**config.mk**
```make
export PLATFORM = sky130hd
export DESIGN_NAME = scale_ramp_seq
export DESIGN_NICKNAME = d
export VERILOG_FILES = /design/src/rtl/srs_pkg.sv /design/src/rtl/srs_sync_pick.sv /design/src/rtl/srs_ramp_table.sv /design/src/rtl/srs_seq_fsm.sv /design/src/rtl/srs_env_gen.sv /design/src/rtl/scale_ramp_seq.sv
export SDC_FILE = /design/constraint.sdc
export NUM_CORES = 2
export LEC_CHECK = 0
export BUFFER_PORTS_ARGS = -buffer_cell sky130_fd_sc_hd__buf_2
export CAP_MARGIN = 20
export CORE_MARGIN = 2
export CORE_UTILIZATION = 45
export CTS_BUF_LIST = sky130_fd_sc_hd__clkbuf_2
export DETAILED_ROUTE_END_ITERATION = 16
export PLACE_DENSITY_LB_ADDON = 0.12
export SETUP_SLACK_MARGIN = 0.02
export SLEW_MARGIN = 10
export SYNTH_ARGS = -nofsm -noshare
export SYNTH_HDL_FRONTEND = slang
export SYNTH_SLANG_ARGS = --single-unit
```
**constraint.sdc**
```tcl
create_clock -name clk -period 8.9 [get_ports clk]
set_input_delay 0.445 -clock clk [delete_from_list [all_inputs] [get_ports clk]]
set_output_delay 0.445 -clock clk [all_outputs]
set_load 0.005 [all_outputs]
```
**src/rtl/srs_pkg.sv**
```systemverilog
package srs_pkg;
   typedef enum logic [2:0] {
      ST_IDLE = 3'd0,
      ST_HOLD = 3'd1,
      ST_DOWN = 3'd2,
      ST_REST = 3'd3,
      ST_UPD  = 3'd4,
      ST_UP   = 3'd5
   } srs_state_e;
endpackage

```
**src/rtl/srs_sync_pick.sv**
```systemverilog
module srs_sync_pick #(
   parameter int N_SYNC = 4,
   parameter int SEL_W  = 2
) (
   input  logic              clk,
   input  logic              rst_n,
   input  logic [N_SYNC-1:0] sync_in,
   input  logic [SEL_W-1:0]  sync_sel,
   output logic              sync_evt
);
   logic chosen;
   logic chosen_q;

   if (N_SYNC != (1 << SEL_W)) begin : g_bad_sel
      $error("srs_sync_pick: N_SYNC must equal 2**SEL_W");
   end

   assign chosen = sync_in[sync_sel];

   always_ff @(posedge clk) begin
      if (!rst_n) chosen_q <= 1'b0;
      else        chosen_q <= chosen;
   end

   assign sync_evt = chosen & ~chosen_q;

   // an event needs the selected line to have been low one edge earlier
   p_edge_only_r2: assert property (@(posedge clk) disable iff (!rst_n)
      sync_evt |=> !sync_evt);
endmodule

```
**src/rtl/srs_ramp_table.sv**
```systemverilog
module srs_ramp_table #(
   parameter int ENV_W  = 14,
   parameter int ADDR_W = 6
) (
   input  logic              clk,
   input  logic              rst_n,
   input  logic              wr_en,
   input  logic [ADDR_W-1:0] wr_addr,
   input  logic [ENV_W-1:0]  wr_data,
   input  logic [ADDR_W-1:0] rd_addr_a,
   output logic [ENV_W-1:0]  rd_data_a,
   input  logic [ADDR_W-1:0] rd_addr_b,
   output logic [ENV_W-1:0]  rd_data_b
);
   localparam int DEPTH = 1 << ADDR_W;

   logic [ENV_W-1:0] mem [DEPTH];

   if (DEPTH > 1024) begin : g_bad_depth
      $error("srs_ramp_table: table too deep");
   end

   always_ff @(posedge clk) begin
      if (!rst_n) begin
         for (int i = 0; i < DEPTH; i++) mem[i] <= '0;
      end else if (wr_en) begin
         mem[wr_addr] <= wr_data;
      end
   end

   assign rd_data_a = mem[rd_addr_a];
   assign rd_data_b = mem[rd_addr_b];

   // a write lands on the addressed entry
   p_write_lands_r12: assert property (@(posedge clk) disable iff (!rst_n)
      wr_en |=> mem[$past(wr_addr)] == $past(wr_data));
endmodule

```
**src/rtl/srs_seq_fsm.sv**
```systemverilog
module srs_seq_fsm
   import srs_pkg::*;
#(
   parameter int HOLD_W      = 16,
   parameter int LEN_W       = 6,
   parameter int REST_W      = 5,
   parameter bit INTERP_SUPP = 1'b1
) (
   input  logic              clk,
   input  logic              rst_n,
   input  logic              sync_evt,
   input  logic [HOLD_W-1:0] holdoff,
   input  logic              ramp_en,
   input  logic              interp_en,
   input  logic [LEN_W-1:0]  down_len_m1,
   input  logic [LEN_W-1:0]  up_len_m1,
   input  logic [REST_W-1:0] rest_len,
   output srs_state_e        state,
   output logic [LEN_W-1:0]  step_idx,
   output logic              phase,
   output logic              interp_on,
   output logic              commit
);
   localparam int CNT_W = HOLD_W;

   logic [CNT_W-1:0] cnt;
   logic [LEN_W-1:0] len_m1;
   logic             step_last;
   logic             step_done;

   if (REST_W > HOLD_W) begin : g_bad_rest
      $error("srs_seq_fsm: REST_W must not exceed HOLD_W");
   end

   if (INTERP_SUPP) begin : g_interp
      assign interp_on = interp_en;
   end else begin : g_no_interp
      assign interp_on = 1'b0;
   end

   assign len_m1    = (state == ST_DOWN) ? down_len_m1 : up_len_m1;
   assign step_last = (step_idx == len_m1);
   assign step_done = !(interp_on && !phase);
   assign commit    = (state == ST_UPD);

   always_ff @(posedge clk) begin
      if (!rst_n) begin
         state    <= ST_IDLE;
         cnt      <= '0;
         step_idx <= '0;
         phase    <= 1'b0;
      end else begin
         case (state)
            ST_IDLE: begin
               if (sync_evt) begin
                  state <= ST_HOLD;
                  cnt   <= holdoff;
               end
            end
            ST_HOLD: begin
               if (cnt == '0) begin
                  step_idx <= '0;
                  phase    <= 1'b0;
                  state    <= ramp_en ? ST_DOWN : ST_UPD;
               end else begin
                  cnt <= cnt - 1'b1;
               end
            end
            ST_DOWN, ST_UP: begin
               if (!step_done) begin
                  phase <= 1'b1;
               end else begin
                  phase <= 1'b0;
                  if (step_last) begin
                     step_idx <= '0;
                     if (state == ST_DOWN) begin
                        state <= ST_REST;
                        cnt   <= CNT_W'(rest_len);
                     end else begin
                        state <= ST_IDLE;
                     end
                  end else begin
                     step_idx <= step_idx + 1'b1;
                  end
               end
            end
            ST_REST: begin
               if (cnt == '0) state <= ST_UPD;
               else           cnt   <= cnt - 1'b1;
            end
            ST_UPD: begin
               step_idx <= '0;
               phase    <= 1'b0;
               state    <= ramp_en ? ST_UP : ST_IDLE;
            end
            default: state <= ST_IDLE;
         endcase
      end
   end

   // the commit strobe never lasts two clocks
   p_commit_single_r10: assert property (@(posedge clk) disable iff (!rst_n)
      commit |=> !commit);

   // the commit cycle is reached only from hold-off or rest
   p_update_entry_r5: assert property (@(posedge clk) disable iff (!rst_n)
      (state == ST_UPD) |-> ($past(state) == ST_HOLD || $past(state) == ST_REST));

   // hold-off counts down one per clock
   p_hold_count_r3: assert property (@(posedge clk) disable iff (!rst_n)
      (state == ST_HOLD && cnt != '0) |=> (state == ST_HOLD && cnt == $past(cnt) - 1'b1));

   // a sync during a running sequence does not restart it
   p_busy_ignore_r11: assert property (@(posedge clk) disable iff (!rst_n)
      (sync_evt && state != ST_IDLE && state != ST_HOLD) |=> (state != ST_HOLD));
endmodule

```
**src/rtl/srs_env_gen.sv**
```systemverilog
module srs_env_gen
   import srs_pkg::*;
#(
   parameter int ENV_W = 14,
   parameter int LEN_W = 6
) (
   input  logic              clk,
   input  logic              rst_n,
   input  srs_state_e        state,
   input  logic [LEN_W-1:0]  step_idx,
   input  logic              phase,
   input  logic              interp_on,
   input  logic              ramp_en,
   input  logic [LEN_W-1:0]  down_len_m1,
   input  logic [LEN_W-1:0]  up_len_m1,
   output logic [LEN_W-1:0]  addr_cur,
   output logic [LEN_W-1:0]  addr_nxt,
   input  logic [ENV_W-1:0]  lvl_cur,
   input  logic [ENV_W-1:0]  lvl_nxt,
   output logic [ENV_W-1:0]  env_out
);
   localparam logic [ENV_W-1:0] FULL = '1;

   logic             is_down;
   logic             last_step;
   logic [ENV_W:0]   pair_sum;
   logic [ENV_W-1:0] mid_lvl;

   assign is_down   = (state == ST_DOWN);
   assign addr_cur  = is_down ? (down_len_m1 - step_idx) : step_idx;
   assign addr_nxt  = is_down ? (addr_cur - 1'b1) : (addr_cur + 1'b1);
   assign last_step = is_down ? (step_idx == down_len_m1) : (step_idx == up_len_m1);
   assign pair_sum  = {1'b0, lvl_cur} + {1'b0, lvl_nxt};
   assign mid_lvl   = pair_sum[ENV_W:1];

   always_comb begin
      case (state)
         ST_DOWN, ST_UP: begin
            if (interp_on && phase && !last_step) env_out = mid_lvl;
            else                                  env_out = lvl_cur;
         end
         ST_REST: env_out = '0;
         ST_UPD:  env_out = ramp_en ? '0 : FULL;
         default: env_out = FULL;
      endcase
   end

   // the floor is held through the rest phase
   p_rest_floor_r8: assert property (@(posedge clk) disable iff (!rst_n)
      (state == ST_REST) |-> (env_out == '0));

   // idle output is full scale
   p_idle_full_r1: assert property (@(posedge clk) disable iff (!rst_n)
      (state == ST_IDLE) |-> (env_out == FULL));
endmodule

```
**src/rtl/scale_ramp_seq.sv**
```systemverilog
module scale_ramp_seq
   import srs_pkg::*;
#(
   parameter int N_SYNC      = 4,
   parameter int SEL_W       = 2,
   parameter int HOLD_W      = 16,
   parameter int LEN_W       = 6,
   parameter int REST_W      = 5,
   parameter int ENV_W       = 14,
   parameter bit INTERP_SUPP = 1'b1
) (
   input  logic              clk,
   input  logic              rst_n,
   input  logic [N_SYNC-1:0] sync_in,
   input  logic [SEL_W-1:0]  sync_sel,
   input  logic [HOLD_W-1:0] holdoff,
   input  logic              ramp_en,
   input  logic              interp_en,
   input  logic [LEN_W-1:0]  down_len_m1,
   input  logic [LEN_W-1:0]  up_len_m1,
   input  logic [REST_W-1:0] rest_len,
   input  logic              tab_wr_en,
   input  logic [LEN_W-1:0]  tab_wr_addr,
   input  logic [ENV_W-1:0]  tab_wr_data,
   output logic [ENV_W-1:0]  env_out,
   output logic              commit
);
   srs_state_e       state;
   logic             sync_evt;
   logic [LEN_W-1:0] step_idx;
   logic             phase;
   logic             interp_on;
   logic [LEN_W-1:0] addr_cur;
   logic [LEN_W-1:0] addr_nxt;
   logic [ENV_W-1:0] lvl_cur;
   logic [ENV_W-1:0] lvl_nxt;

   if (ENV_W < 2 || LEN_W < 1 || HOLD_W < 1) begin : g_bad_width
      $error("scale_ramp_seq: width parameter out of range");
   end

   srs_sync_pick #(.N_SYNC(N_SYNC), .SEL_W(SEL_W)) u_sync (
      .clk(clk), .rst_n(rst_n), .sync_in(sync_in), .sync_sel(sync_sel),
      .sync_evt(sync_evt)
   );

   srs_seq_fsm #(.HOLD_W(HOLD_W), .LEN_W(LEN_W), .REST_W(REST_W),
                 .INTERP_SUPP(INTERP_SUPP)) u_fsm (
      .clk(clk), .rst_n(rst_n), .sync_evt(sync_evt), .holdoff(holdoff),
      .ramp_en(ramp_en), .interp_en(interp_en), .down_len_m1(down_len_m1),
      .up_len_m1(up_len_m1), .rest_len(rest_len), .state(state),
      .step_idx(step_idx), .phase(phase), .interp_on(interp_on),
      .commit(commit)
   );

   srs_ramp_table #(.ENV_W(ENV_W), .ADDR_W(LEN_W)) u_tab (
      .clk(clk), .rst_n(rst_n), .wr_en(tab_wr_en), .wr_addr(tab_wr_addr),
      .wr_data(tab_wr_data), .rd_addr_a(addr_cur), .rd_data_a(lvl_cur),
      .rd_addr_b(addr_nxt), .rd_data_b(lvl_nxt)
   );

   srs_env_gen #(.ENV_W(ENV_W), .LEN_W(LEN_W)) u_env (
      .clk(clk), .rst_n(rst_n), .state(state), .step_idx(step_idx),
      .phase(phase), .interp_on(interp_on), .ramp_en(ramp_en),
      .down_len_m1(down_len_m1), .up_len_m1(up_len_m1),
      .addr_cur(addr_cur), .addr_nxt(addr_nxt), .lvl_cur(lvl_cur),
      .lvl_nxt(lvl_nxt), .env_out(env_out)
   );

   // an unramped commit leaves the envelope at full scale
   p_noramp_full_r4: assert property (@(posedge clk) disable iff (!rst_n)
      (commit && !ramp_en) |-> (env_out == '1));
endmodule

```
==> parameters.txt <==
Parameter                              Value

Floorplanning
  Height of the die ... 349.5 um
  Overall die area ... about 0.12 mm2
  Starting density of the core ... 0.4543
  Placeable core area ... roughly 0.12 mm2
  Number of cell rows ... 126
  Num ports ... 79
  Die outline width ... between 300 and 400 um

STA
  Number of failing setup endpoints in the final timing report ... 0
  Final setup margin ... 235.9 ps
  Relative slew slack ... 0.1947
  Max Clock Skew ... 56.12 ps
  Smallest hold slack ... 174.6 ps
  Final Hold Vio Count ... 0
  Fin crit share ... 0.9735
  Maximum clock frequency ... ~120 MHz
  Setup_tns ... 0 ps
  Max Transition Viols Final ... 0
  Tightest Pin Transition ... 1203 ps
  Crit path time final ... approximately 8700 ps

Synthesis
  Synthesized instance count ... roughly 5000
  Number of distinct library cell variants in the gate-level netlist after synthesis ... 86
  Synth top area share ... 0.5009
  Sequential fraction of the synthesis area ... 0.5109
  Most used DFF post-synth ... edfxtp_1
  Top area cells in the synthesized netlist ... edfxtp_1 (50%), mux4_2 (12%), and2_1 (11%)
  Total nets after synthesis ... 4993
  Number of register bits inferred by synthesis ... 923
  EDFF count, synth ... 896
  Fraction of registers with async set/reset ... 0
  Netlist area before placement ... roughly 0.054 mm2
  Top cells by count, synth ... and2_1 (917), edfxtp_1 (896), nand2_1 (816), nand3_1 (622), clkbuf_1 (305)
  Post-synthesis area per instance ... 10.95 um2
  Top-count cell post-synth ... and2_1
  Library cell with the largest summed area after synthesis ... edfxtp_1
  Count of synthesis-stage warnings from yosys ... 0

Flow run
  Maximum capacitance violations ... 0

Place
  Routability Congestion ... 0.9567
  Instance area after placement ... 0.05566 mm2
  Total of buffers placed on input and output ports ... 78
  Half-perimeter wire length of the detailed placement result ... 122100 um
  Number of cells in the design after placement ... between 6000 and 7000
  Setup Slack @ Placement ... 636.7 ps

Final layout
  Util after Layout ... 0.5066
  Nets ... between 5000 and 6000
  Count of placed standard cells in the final layout, fillers left out ... 6846
  Area growth from synthesis to layout ... 11.50%
  Fraction of layout instances using a drive strength above 1 ... 0.2047
  Area of all placed cells without fillers ... 0.05989 mm2

Power
  Peak VDD IR ... 0.0002817 V
  Total design power ... 20.01 mW
  Leak pwr ... 22.25 nW
  Power per cell area ... 334.0 mW/mm2

Clocking
  Number of clock sinks seen by CTS ... 923
  Clock tree from TritonCTS ... done
  Clock latency on the worst-skew pair ... between 1500 and 2000 ps
  Maximum level of the CTS H-tree ... 5
  Clock buffers created by TritonCTS ... 274
  Worst-case clock buffer depth ... 4
  Post-CTS clock slew at the launch and capture registers of the worst setup and hold paths ... about 90 ps
  Library cell used as clock root buffer ... clkbuf_2

Route
  Wire length on met1 ... between 80000 and 90000 um
  DRC viols ... 0
  Met3 wire len ... 21200 um
  Detailed route wirelength on metal2 ... 85290 um
  Final ANT Viol Nets ... 0
  Topmost layer with routed signal wires ... met5
  Post-Route WL ... roughly 190000 um
  Vias after detailed routing ... approximately 42000
  DR WL/cell ... 28.43 um
  Initial detailed-routing violation count ... 6185
  Detailed Routing Iterations Pass 1 ... 6
  Routed vias/inst ... slightly above 6

Setup path
  Reg2reg path depth ... 16
  RR Endpoint ... u_fsm.cnt[14]
  Bufs and invs on worst path ... 6
  Critical path fanouts, max ... 37
  Critical path endpoint category ... output port
  Crit path required time ... 8460 ps
  CP Launch Type ... flip-flop
  Beginning of the worst register-to-register path ... u_fsm.state[1]
  Type of the worst setup path ... reg -> out
  Highest-delay cell along the critical path ... fa_4
  Most common cell on crit path ... a21oi_2
  Slowest stage delay, CP ... 900 ps
  Kind of cell with the highest combined delay on the critical path ... compound AO/OA/AOI/OAI gates
  Crit path arrival time ... 8220 ps
  Reg-to-reg setup timing slack ... 2670 ps

Global routing
  GRT Total Usage ... 0.3156
  Number of antenna violations at the first check in global routing ... 16
  Largest net degree at the start of global routing ... 192
  Global-route congestion overflow total ... 0
  First-pass GRT wire length ... 278800 um
  Via count of the first global-routing pass ... 39730

Hold path
  Beginning of the worst hold path ... tab_wr_addr[0]
  WHS Endpoint ... u_tab.mem[61][1]
  Worst hold stages ... 5
  Path type of the worst min-delay path ... in -> reg

Status
  Run status ... finished, final reports clean
-- routing by layer --
| metal | GRT usage | vias up |
|---|---|---|
| li1 | - | 18240 |
| met3 | 0.07282 | 440 |
| met2 | 0.4637 | 2537 |
| met1 | 0.4497 | 21000 |
| met5 | 0 | - |
| met4 | 0.1325 | 8 |
-- kinds of logic (layout without fill, tap and decap cells) --
| kind of cell | Yosys count | count (layout) | share of synthesized area |
|---|---|---|---|
| adder cells (fa/ha/maj) | 25 | 25 | 0.006242 |
| other | 0 | 14 | 0 |
| AND/OR/NAND/NOR | 2620 | 2620 | 0.2478 |
| multiplexers | 406 | 406 | 0.1419 |
| XOR/XNOR | 44 | 44 | 0.007733 |
| buffers and inverters | 499 | 889 | 0.03948 |
| flip-flops | 923 | 923 | 0.5109 |
| AO/OA/AOI/OAI | 387 | 389 | 0.04591 |
-- worst max path at each step --
stage	from	to	slack (ps)	depth (start not counted)
floorplan	down_len_m1[0]	env_out[11]	920	31
global placement	down_len_m1[0]	env_out[13]	650	26
detailed placement	down_len_m1[0]	env_out[13]	640	26
CTS	u_fsm.step_idx[0]	env_out[13]	30	27
global route	u_fsm.step_idx[0]	env_out[9]	-20	26
finish	u_fsm.step_idx[0]	env_out[7]	240	25
-- sequential cells by signal, summed over array words and instances (netlist names) --
name / cells
u_sync.chosen_q: 1
u_fsm.cnt: 16
u_fsm.phase: 1
u_fsm.state: 3
u_fsm.step_idx: 6
u_tab.mem: 896
-- cells in the final DEF, fill, tap and decap left out, types with 9 or more instances in the layout --
cell	Yosys	layout
and2_1	917	917
edfxtp_1	896	896
nand2_1	816	816
nand3_1	622	622
clkbuf_2	0	383
mux4_2	283	283
buf_4	29	183
dlygate4sd3_1	0	119
nor2_1	117	109
mux2i_1	111	101
a21oi_1	98	89
buf_2	79	79
o21ai_1	4	65
o21ai_0	120	54
clkinv_1	2	40
nor3_1	32	32
inv_1	28	27
nor2b_1	27	27
a211oi_1	29	26
xnor2_1	26	24
a311oi_1	24	23
dfxtp_1	27	23
and3_1	20	20
ha_1	22	20
o211ai_1	18	18
buf_12	0	15
diode_2	0	14
xor2_1	14	14
a31oi_1	12	12
nor4_1	11	11
buf_6	5	11
a21oi_2	1	9
clkinv_2	0	9
-- report_power, final --
| group | internal (mW) | total [mW] | switching, mW | leakage (nW) |
|---|---|---|---|---|
| registers | 5.02 | 5.21 | 0.190 | 8.74 |
| clock network | 1.14 | 3.00 | 1.86 | 1.70 |
| logic | 4.92 | 11.8 | 6.88 | 11.8 |
-- tightest hold or removal path: stages --
cell,delay [ps]
dlygate4sd3_1,550
buf_2,190
nand3b_1,140
nor2_1,90
and2_1,150
-- area by class of cell --
class,instances,area [um2]
repair inverters,1,8.758
clock buffers,383,1917
well taps,1536,1922
flip-flops and latches,923,27450
diodes,14,35.03
multi-input cells,3484,24480
inverters,33,146.4
clock inverters,51,202.7
fillers,10570,58340
repair buffers,421,3727
-- timing repair --
item,CTS,global route
buffers inserted,12,21
resized for setup,29,42
pin swaps,5,15
cloned,5,3
hold buffers,118,1
setup endpoints to repair,11,8
hold endpoints to repair,1661,11
Power figures use the tool's default switching activity.
